File: src/rtl/rma_pkg.sv
package rma_pkg;

  localparam int unsigned RMA_KIND_COUNT = 3;

  // Modulus family, selected by kind.
  //   kind 0 : 2^n - 2^(n-2) - 1
  //   kind 1 : 2^n - 2^(n-2)
  //   kind 2 : 2^n - 2^(n-3) - 1
  function automatic int unsigned rma_modulus(input int unsigned n, input int unsigned kind);
    int unsigned top;
    top = 32'd1 << n;
    case (kind)
      0:       return top - ((32'd1 << (n - 2)) + 32'd1);
      1:       return top - (32'd1 << (n - 2));
      default: return top - ((32'd1 << (n - 3)) + 32'd1);
    endcase
  endfunction

endpackage

File: src/rtl/rma_leaf_pair.sv
// Bitwise generate/propagate for the plain two-operand sum.
// Operands are zero-extended to W bits so the carry out of bit N-1 survives.
module rma_leaf_pair #(
  parameter int N = 16,
  parameter int W = N + 1
) (
  input  logic [N-1:0] a,
  input  logic [N-1:0] b,
  output logic [W-1:0] g,
  output logic [W-1:0] p
);

  logic [W-1:0] ae;
  logic [W-1:0] be;

  assign ae = {{(W-N){1'b0}}, a};
  assign be = {{(W-N){1'b0}}, b};

  assign g = ae & be;
  assign p = ae ^ be;

endmodule

File: src/rtl/rma_leaf_const3.sv
// Three-input leaf: A + B + K, where K is a constant bit pattern.
// Each bit of K picks its own gate form at elaboration, so the constant
// disappears into the leaf cells and no compression row is needed.
// Bit i yields a half-sum h[i] and a carry c[i] into bit i+1. The pair
// (h, c<<1) then feeds the prefix network as an ordinary two-term sum.
module rma_leaf_const3 #(
  parameter int            N = 16,
  parameter int            W = N + 2,
  parameter logic [W-1:0]  K = '0
) (
  input  logic [N-1:0] a,
  input  logic [N-1:0] b,
  output logic [W-1:0] g,
  output logic [W-1:0] p
);

  logic [W-1:0] ae;
  logic [W-1:0] be;
  logic [W-1:0] h;
  logic [W-2:0] c;
  logic [W-1:0] cs;

  assign ae = {{(W-N){1'b0}}, a};
  assign be = {{(W-N){1'b0}}, b};

  for (genvar i = 0; i < W; i++) begin : g_bit
    if (K[i]) begin : g_one
      // a + b + 1 : half-sum inverts, carry when either input is set
      assign h[i] = ~(ae[i] ^ be[i]);
      if (i < W - 1) begin : g_cy
        assign c[i] = ae[i] | be[i];
      end
    end else begin : g_zero
      // a + b + 0 : ordinary half adder
      assign h[i] = ae[i] ^ be[i];
      if (i < W - 1) begin : g_cy
        assign c[i] = ae[i] & be[i];
      end
    end
  end

  assign cs = {c, 1'b0};
  assign g  = h & cs;
  assign p  = h ^ cs;

endmodule

File: src/rtl/rma_ks_prefix.sv
// Kogge-Stone carry network with a zero carry-in.
// sum[W] is the carry out of the top bit.
module rma_ks_prefix #(
  parameter int W = 17
) (
  input  logic [W-1:0] g_in,
  input  logic [W-1:0] p_in,
  output logic [W:0]   sum
);

  localparam int LEVELS = (W > 1) ? $clog2(W) : 1;

  logic [W-1:0] carry;

  always_comb begin
    logic [W-1:0] gv;
    logic [W-1:0] pv;
    logic [W-1:0] gn;
    logic [W-1:0] pn;
    gv = g_in;
    pv = p_in;
    for (int l = 0; l < LEVELS; l++) begin
      gn = gv;
      pn = pv;
      for (int i = 0; i < W; i++) begin
        if (i >= (1 << l)) begin
          gn[i] = gv[i] | (pv[i] & gv[i - (1 << l)]);
          pn[i] = pv[i] & pv[i - (1 << l)];
        end
      end
      gv = gn;
      pv = pn;
    end
    carry = gv;
  end

  if (W > 1) begin : g_wide
    assign sum = {carry[W-1], p_in ^ {carry[W-2:0], 1'b0}};
  end else begin : g_narrow
    assign sum = {carry[0], p_in};
  end

endmodule

File: src/rtl/rns_modadd_anticip.sv
module rns_modadd_anticip
  import rma_pkg::*;
#(
  parameter int N        = 16,
  parameter int MOD_KIND = 0,
  parameter bit REG_OUT  = 1'b0
) (
  input  logic         clk,
  input  logic         rst_n,
  input  logic [N-1:0] opa,
  input  logic [N-1:0] opb,
  output logic [N-1:0] res
);

  localparam int unsigned  MODULUS = rma_modulus(N, MOD_KIND);
  localparam int           W_PL    = N + 1;            // plain-sum width
  localparam int           W_RD    = N + 2;            // reduced-sum width
  localparam logic [N:0]   MOD_V   = (N+1)'(MODULUS);
  // Two's complement of m at N+1 bits, zero-extended to W_RD.
  localparam logic [W_RD-1:0] NEG_M = W_RD'((32'd1 << (N + 1)) - MODULUS);

  // ---------------- plain path: A + B ----------------
  logic [W_PL-1:0] pl_g;
  logic [W_PL-1:0] pl_p;
  logic [W_PL:0]   pl_sum;

  rma_leaf_pair #(.N(N), .W(W_PL)) u_leaf_pl (
    .a (opa),
    .b (opb),
    .g (pl_g),
    .p (pl_p)
  );

  rma_ks_prefix #(.W(W_PL)) u_ks_pl (
    .g_in (pl_g),
    .p_in (pl_p),
    .sum  (pl_sum)
  );

  // ---------------- reduced path: A + B - m ----------------
  logic [W_RD-1:0] rd_g;
  logic [W_RD-1:0] rd_p;
  logic [W_RD:0]   rd_sum;

  rma_leaf_const3 #(.N(N), .W(W_RD), .K(NEG_M)) u_leaf_rd (
    .a (opa),
    .b (opb),
    .g (rd_g),
    .p (rd_p)
  );

  rma_ks_prefix #(.W(W_RD)) u_ks_rd (
    .g_in (rd_g),
    .p_in (rd_p),
    .sum  (rd_sum)
  );

  // Bit N+1 of A + B + (2^(N+1) - m) is set exactly when A + B >= m.
  logic         wrap;
  logic [N-1:0] res_next;

  assign wrap     = rd_sum[N+1];
  assign res_next = wrap ? rd_sum[N-1:0] : pl_sum[N-1:0];

  // ---------------- output stage ----------------
  if (REG_OUT) begin : g_reg
    logic [N-1:0] res_q;

    always_ff @(posedge clk or negedge rst_n) begin
      if (!rst_n) begin
        res_q <= '0;
      end else begin
        res_q <= res_next;
      end
    end

    assign res = res_q;
  end else begin : g_comb
    assign res = res_next;
  end

  // ---------------- checks ----------------
  logic         in_rng;
  logic [N:0]   ref_sum;

  assign in_rng  = ({1'b0, opa} < MOD_V) && ({1'b0, opb} < MOD_V);
  assign ref_sum = {1'b0, opa} + {1'b0, opb};

  // no wrap below m, plain candidate passes unchanged
  p_low_pass_r1: assert property (@(posedge clk) disable iff (!rst_n)
    (in_rng && (ref_sum < MOD_V)) |-> (!wrap && ({1'b0, res_next} == ref_sum)));

  // plain candidate never exceeds N bits when it is the one chosen
  p_plain_fits_r1: assert property (@(posedge clk) disable iff (!rst_n)
    (in_rng && !wrap) |-> (pl_sum[N+1:N] == 2'b00));

  // at or above m, the reduced candidate is taken
  p_wrap_take_r2: assert property (@(posedge clk) disable iff (!rst_n)
    (in_rng && (ref_sum >= MOD_V)) |-> (wrap && ({1'b0, res_next} == (ref_sum - MOD_V))));

  // the reduced candidate has the expected upper bits in either case
  p_reduced_top_r2: assert property (@(posedge clk) disable iff (!rst_n)
    in_rng |-> ((rd_sum[N+2] == 1'b0) && (!wrap || (rd_sum[N] == 1'b0))));

  // the result stays inside the residue range
  p_below_mod_r4: assert property (@(posedge clk) disable iff (!rst_n)
    in_rng |-> ({1'b0, res_next} < MOD_V));

  if (REG_OUT) begin : g_reg_chk
    // registered result is the modular sum of the previous cycle's operands
    p_one_cycle_r7: assert property (@(posedge clk) disable iff (!rst_n)
      in_rng |=> ({1'b0, res} == (($past(ref_sum) >= MOD_V) ?
                                  ($past(ref_sum) - MOD_V) : $past(ref_sum))));
  end

endmodule

File: config.mk
export PLATFORM = sky130hd
export DESIGN_NAME = rns_modadd_anticip
export DESIGN_NICKNAME = d
export VERILOG_FILES = /design/src/rtl/rma_pkg.sv /design/src/rtl/rma_leaf_pair.sv /design/src/rtl/rma_leaf_const3.sv /design/src/rtl/rma_ks_prefix.sv /design/src/rtl/rns_modadd_anticip.sv
export SDC_FILE = /design/constraint.sdc
export NUM_CORES = 1
export LEC_CHECK = 0
export ABC_AREA = 1
export BUFFER_PORTS_ARGS = -buffer_cell sky130_fd_sc_hd__buf_2
export CAP_MARGIN = 20
export CORE_MARGIN = 2
export CORE_UTILIZATION = 50
export DETAILED_ROUTE_END_ITERATION = 12
export GPL_ROUTABILITY_DRIVEN = 1
export PLACE_DENSITY = 0.74
export SETUP_SLACK_MARGIN = 0.05
export SYNTH_ARGS = -nofsm -noshare
export SYNTH_HDL_FRONTEND = slang
export SYNTH_HIERARCHICAL = 1
export SYNTH_SLANG_ARGS = --single-unit
File: constraint.sdc
create_clock -name vclk -period 4.6
set_clock_uncertainty 0.2 [all_clocks]
set_input_delay 0.46 -clock vclk [all_inputs]
set_output_delay 0.46 -clock vclk [all_outputs]
set_load 0.05 [all_outputs]
After elaboration in Yosys (flattened, before gate mapping) --
Cells that the tools add are included.
Word-level totals: register bits after elaboration 0, logic and storage cells 308, memories kept 0, output and inout port bits 16, input bits 34, RAM bits 0, bits in read-only memories 0, latch bits 0
Cells by class: equal/unequal tests 0, multipliers 0, order comparisons 0, mux-type cells 1, bitwise logic cells 307, $add $sub $neg 0, shift-type cells 0, reductions and logical operators 0, div/mod/pow operators 0
Operator list (number):
- bitwise AND 1 bit | 182
- OR 1 bit | 101
- XOR 16 bit | 2
- XOR 17 x 18 -> 18 bit | 1
- bitwise AND 17 bit | 1
- XOR 17 bit | 1
- bitwise AND 16 bit | 1
- two-way mux 16 bit | 1
- XOR 1 bit | 16
- inverter 1 bit | 2

Depth between registers and ports, before layout --
word-level depth 14, gate-level depth with buffers 19, mapped depth without buffers 17

Hierarchy --
Netlist, hierarchy kept.
By module, submodules not included:
- rma_ks_prefix (u_ks_pl) | area an instance 825.8 µm², cells an instance 193, instances 1, seq. area each 0.0 µm²
- rma_ks_prefix (u_ks_rd) | area an instance 757.0 µm², cells an instance 165, instances 1, seq. area each 0.0 µm²
- rma_leaf_const3 | area an instance 460.4 µm², cells an instance 45, instances 1, seq. area each 0.0 µm²
- rns_modadd_anticip | area an instance 244.0 µm², cells an instance 52, instances 1, seq. area each 0.0 µm²
- rma_leaf_pair | area an instance 219.0 µm², cells an instance 19, instances 1, seq. area each 0.0 µm²

Worst setup path after synthesis --
OpenSTA, ideal clock, no wires.
kind input to output, start input port opa[7], end output port res[5], stages 15, arrival time 2.394 ns, data required time 3.940 ns, path buffers 2, setup slack 1.546 ns, path through ha_1 -> ha_1 -> nand2_1 -> inv_2 -> a21oi_1 -> nand3_2 -> nand2_1 -> nand2_1 -> nand2_1 -> nand2_1 -> buf_6 -> inv_6 -> buf_12 -> nand2_1 -> nand2_1
On the way: word-level cells in the longest chain between the ends 11
RTL lines:
- start: declaration | line rns_modadd_anticip.sv:10 | input logic [N-1:0] opa,
- XOR 1 bit (*) | line rma_leaf_const3.sv:35 | assign h[i] = ae[i] ^ be[i];
- XOR 17 bit (*) | line rma_leaf_const3.sv:44 | assign p = h ^ cs;
- net rd_p[7] | line rns_modadd_anticip.sv:42 | logic [W_RD-1:0] rd_p;
- bitwise AND 1 bit (*) | line rma_ks_prefix.sv:28 | pn[i] = pv[i] & pv[i - (1 << l)];
- bitwise AND 1 bit, on equally long branches | line rma_ks_prefix.sv:27, rma_ks_prefix.sv:28
- OR 1 bit / bitwise AND 1 bit (equally long branches) | line rma_ks_prefix.sv:27 | gn[i] = gv[i] | (pv[i] & gv[i - (1 << l)]);
- OR 1 bit | line rma_ks_prefix.sv:27
- bitwise AND 1 bit | line rma_ks_prefix.sv:27
- OR 1 bit | line rma_ks_prefix.sv:27
- OR 1 bit (*) | line rma_ks_prefix.sv:27
- XOR 17 x 18 -> 18 bit (*) | line rma_ks_prefix.sv:38 | assign sum = {carry[W-1], p_in ^ {carry[W-2:0], 1'b0}};
- net rd_sum[17] | line rns_modadd_anticip.sv:43 | logic [W_RD:0] rd_sum;
- two-way mux 16 bit (*) | line rns_modadd_anticip.sv:63 | assign res_next = wrap ? rd_sum[N-1:0] : pl_sum[N-1:0];
- end: declaration | line rns_modadd_anticip.sv:12 | output logic [N-1:0] res
Mark *: on every way through the listed nets, which the timed path passes. The rest lies on a longest branch.

Final worst setup path --
start input port opa[10], end output port res[7]
On the way: word-level cells in the longest chain between the ends 12
RTL lines (line):
- XOR 1 bit (*) | rma_leaf_const3.sv:35
- XOR 17 bit (*) | rma_leaf_const3.sv:44
- net rd_p[10] | rns_modadd_anticip.sv:42
- bitwise AND 1 bit | rma_ks_prefix.sv:27
- OR 1 bit | rma_ks_prefix.sv:27
- bitwise AND 1 bit | rma_ks_prefix.sv:27
- OR 1 bit | rma_ks_prefix.sv:27
- bitwise AND 1 bit | rma_ks_prefix.sv:27
- OR 1 bit (2 in a row) | rma_ks_prefix.sv:27
- OR 1 bit (*) | rma_ks_prefix.sv:27
- XOR 17 x 18 -> 18 bit (*) | rma_ks_prefix.sv:38
- net rd_sum[17] | rns_modadd_anticip.sv:43
- two-way mux 16 bit (*) | rns_modadd_anticip.sv:63
Marked as above.

==> key figures <==
Worst setup path
  • Slowest CP cell: nand2_1
  • Cell family with most CP delay: buffers and inverters
  • Crit start category: input pin
  • CP dominant cell by count: nand2_1
  • Critical Path, Cell by Cell: buf_2 -> ha_1 -> ha_1 -> a21oi_1 -> o21ai_0 -> a21oi_1 -> nand2_1 -> nand2_1 -> nand2_1 -> inv_6 -> nand2_1 -> nand2_1 -> buf_2
  • Critical path type: in2out
  • Crit path max fanout: 17
  • Worst EP required: 3.94 ns
  • Data arrival time of the worst path: 3.08 ns
  • Crit path largest cell delay: 0.40 ns
  • Cell depth of the worst setup path: 13
  • Endpoint type of the worst setup path: output pin
  • Buf/Inv on CP: 3

Yosys
  • Post-Syn Area per Cell: 5.34 µm²
  • Post-synthesis cell count: 431
  • Synthesized cell area: 2300 µm²
  • Warnings from Yosys: 6

Finish
  • Fin util: 57.9%
  • # diodes: 0
  • Layout cell share with drive strength beyond 1: 14.6%
  • FF/Latch Area: 0 µm²
  • Filler Cell Count: 483
  • Seq_cells: 0
  • Nets: 559
  • Area Overhead vs Synth: 10.3%
  • CLK BUF: 0

Place
  • DP Wirelength: 4680 µm
  • I/O Buffers: 48
  • RD Place Congestion: 0.886

Global route
  • Initial antenna violation count: 0
  • Vias in the first global route: 2284
  • Grt total ovfl: 0
  • Total GRT Usage: 21.1%
  • First-pass GRT wire length: 9220 µm
  • Pin count of the biggest net entering global routing: 18

Timing
  • Fmax: 268 MHz
  • Worst rel slew slack: 54.4%
  • Final worst-path cycle share: 81.2%
  • Min Tclk post-route: 3.74 ns
  • Worst Tran Pin Value: 0.683 ns
  • Setup TNS: 0 ns
  • RSZ-0062 raised after global routing: false
  • Final hold vios: 0
  • Max Slew Vio Count: 0
  • Final setup vio count: 0

Detailed routing
  • Post-DRT Antenna Nets: 0
  • Routed length per instance: 9.97 µm
  • Residual DRC count: 0
  • Number of DRC markers in iteration 0: 105
  • DRT Pass-1 Iters: 4
  • DR vias/cell: 4.84
  • Vias: 2539
  • WL final: 5230 µm

Worst hold path
  • Min-Delay Endpoint: res[0]
  • Hold WC Path Type: in2out
  • Hold path cells: 5
  • Hold Crit Start: opb[0]

Power
  • Cell Pwr Density: 213 nW/µm²
  • Static leakage: 1.78 nW
  • Max VDD drop: 0.163 mV

Die
  • Area of the die: 5160 µm²
  • Number of I/O pins: 50
  • Rows: 24
  • Initial core utilization: 52.5%
  • Core box area: 4380 µm²
  • Die width: 71.9 µm
  • Die Span Y: 71.9 µm

Clocking
  • CTS Hold Buffers Added: 0
  • # resized after CTS: 0
  • Post-CTS setup repair buffer count: 0

Job
  • Max-Cap Viols: 0

Run status
  • Status: completed
[layer usage]
metal / global-route usage [%] / wire (µm) / vias up
met5: 0 / 0 / -
met4: 0.839 / 21 / 0
met3: 0 / 125 / 2
met2: 38.1 / 2400 / 33
met1: 29.7 / 2680 / 1104
li1: - / - / 1400
[metrics by stage]
stage	setup slack, ns	power [mW]	instance area, µm²	cells	hold WS, ns
2_1_floorplan	1.55	0.438	2310	432	1.28
3_3_place_gp	0.881	0.533	2540	525	1.25
3_5_place_dp	0.863	0.540	2540	525	1.28
6_report	0.864	0.540	2540	525	1.27
4_1_cts	0.858	0.542	2540	525	1.28
5_1_grt	0.614	0.603	2540	525	1.31
[placed cells by master (no fill, tap or decap), types with 3 or more instances in the layout]
cell	instances
nand2_1	189
inv_1	79
ha_1	50
buf_2	48
a21oi_1	22
nand3_1	18
nor2_1	18
nand2_2	14
xor2_1	13
o21ai_0	5
nor3_1	3
[power breakdown]
part           switching [mW]  total, mW  internal (mW)  leakage [nW]
Sequential                  0          0              0             0
Clock                       0          0              0             0
Combinational           0.378      0.540          0.162          1.78
[worst max path at each step]
stage,from,end,slack [ns]
after global routing,opa[10],res[1],0.61
after CTS,opa[10],res[0],0.86
after global placement,opa[10],res[7],0.88
after floorplan,opa[7],res[5],1.55
after detailed placement,opa[10],res[7],0.86
final,opa[10],res[7],0.86
[layout make-up]
class              count  area (µm²)  share of cell area [%]
repair buffers        48         240                    9.46
well taps             52        65.1                    2.56
multi-input cells    343        1920                    75.7
inverters             82         313                    12.3
[tightest hold or removal path: stages]
cell	delay [ns]
buf_2	0.09
ha_1	0.11
nand2_1	0.06
nand2_1	0.05
buf_2	0.25
(Power assumes the default switching activity.)
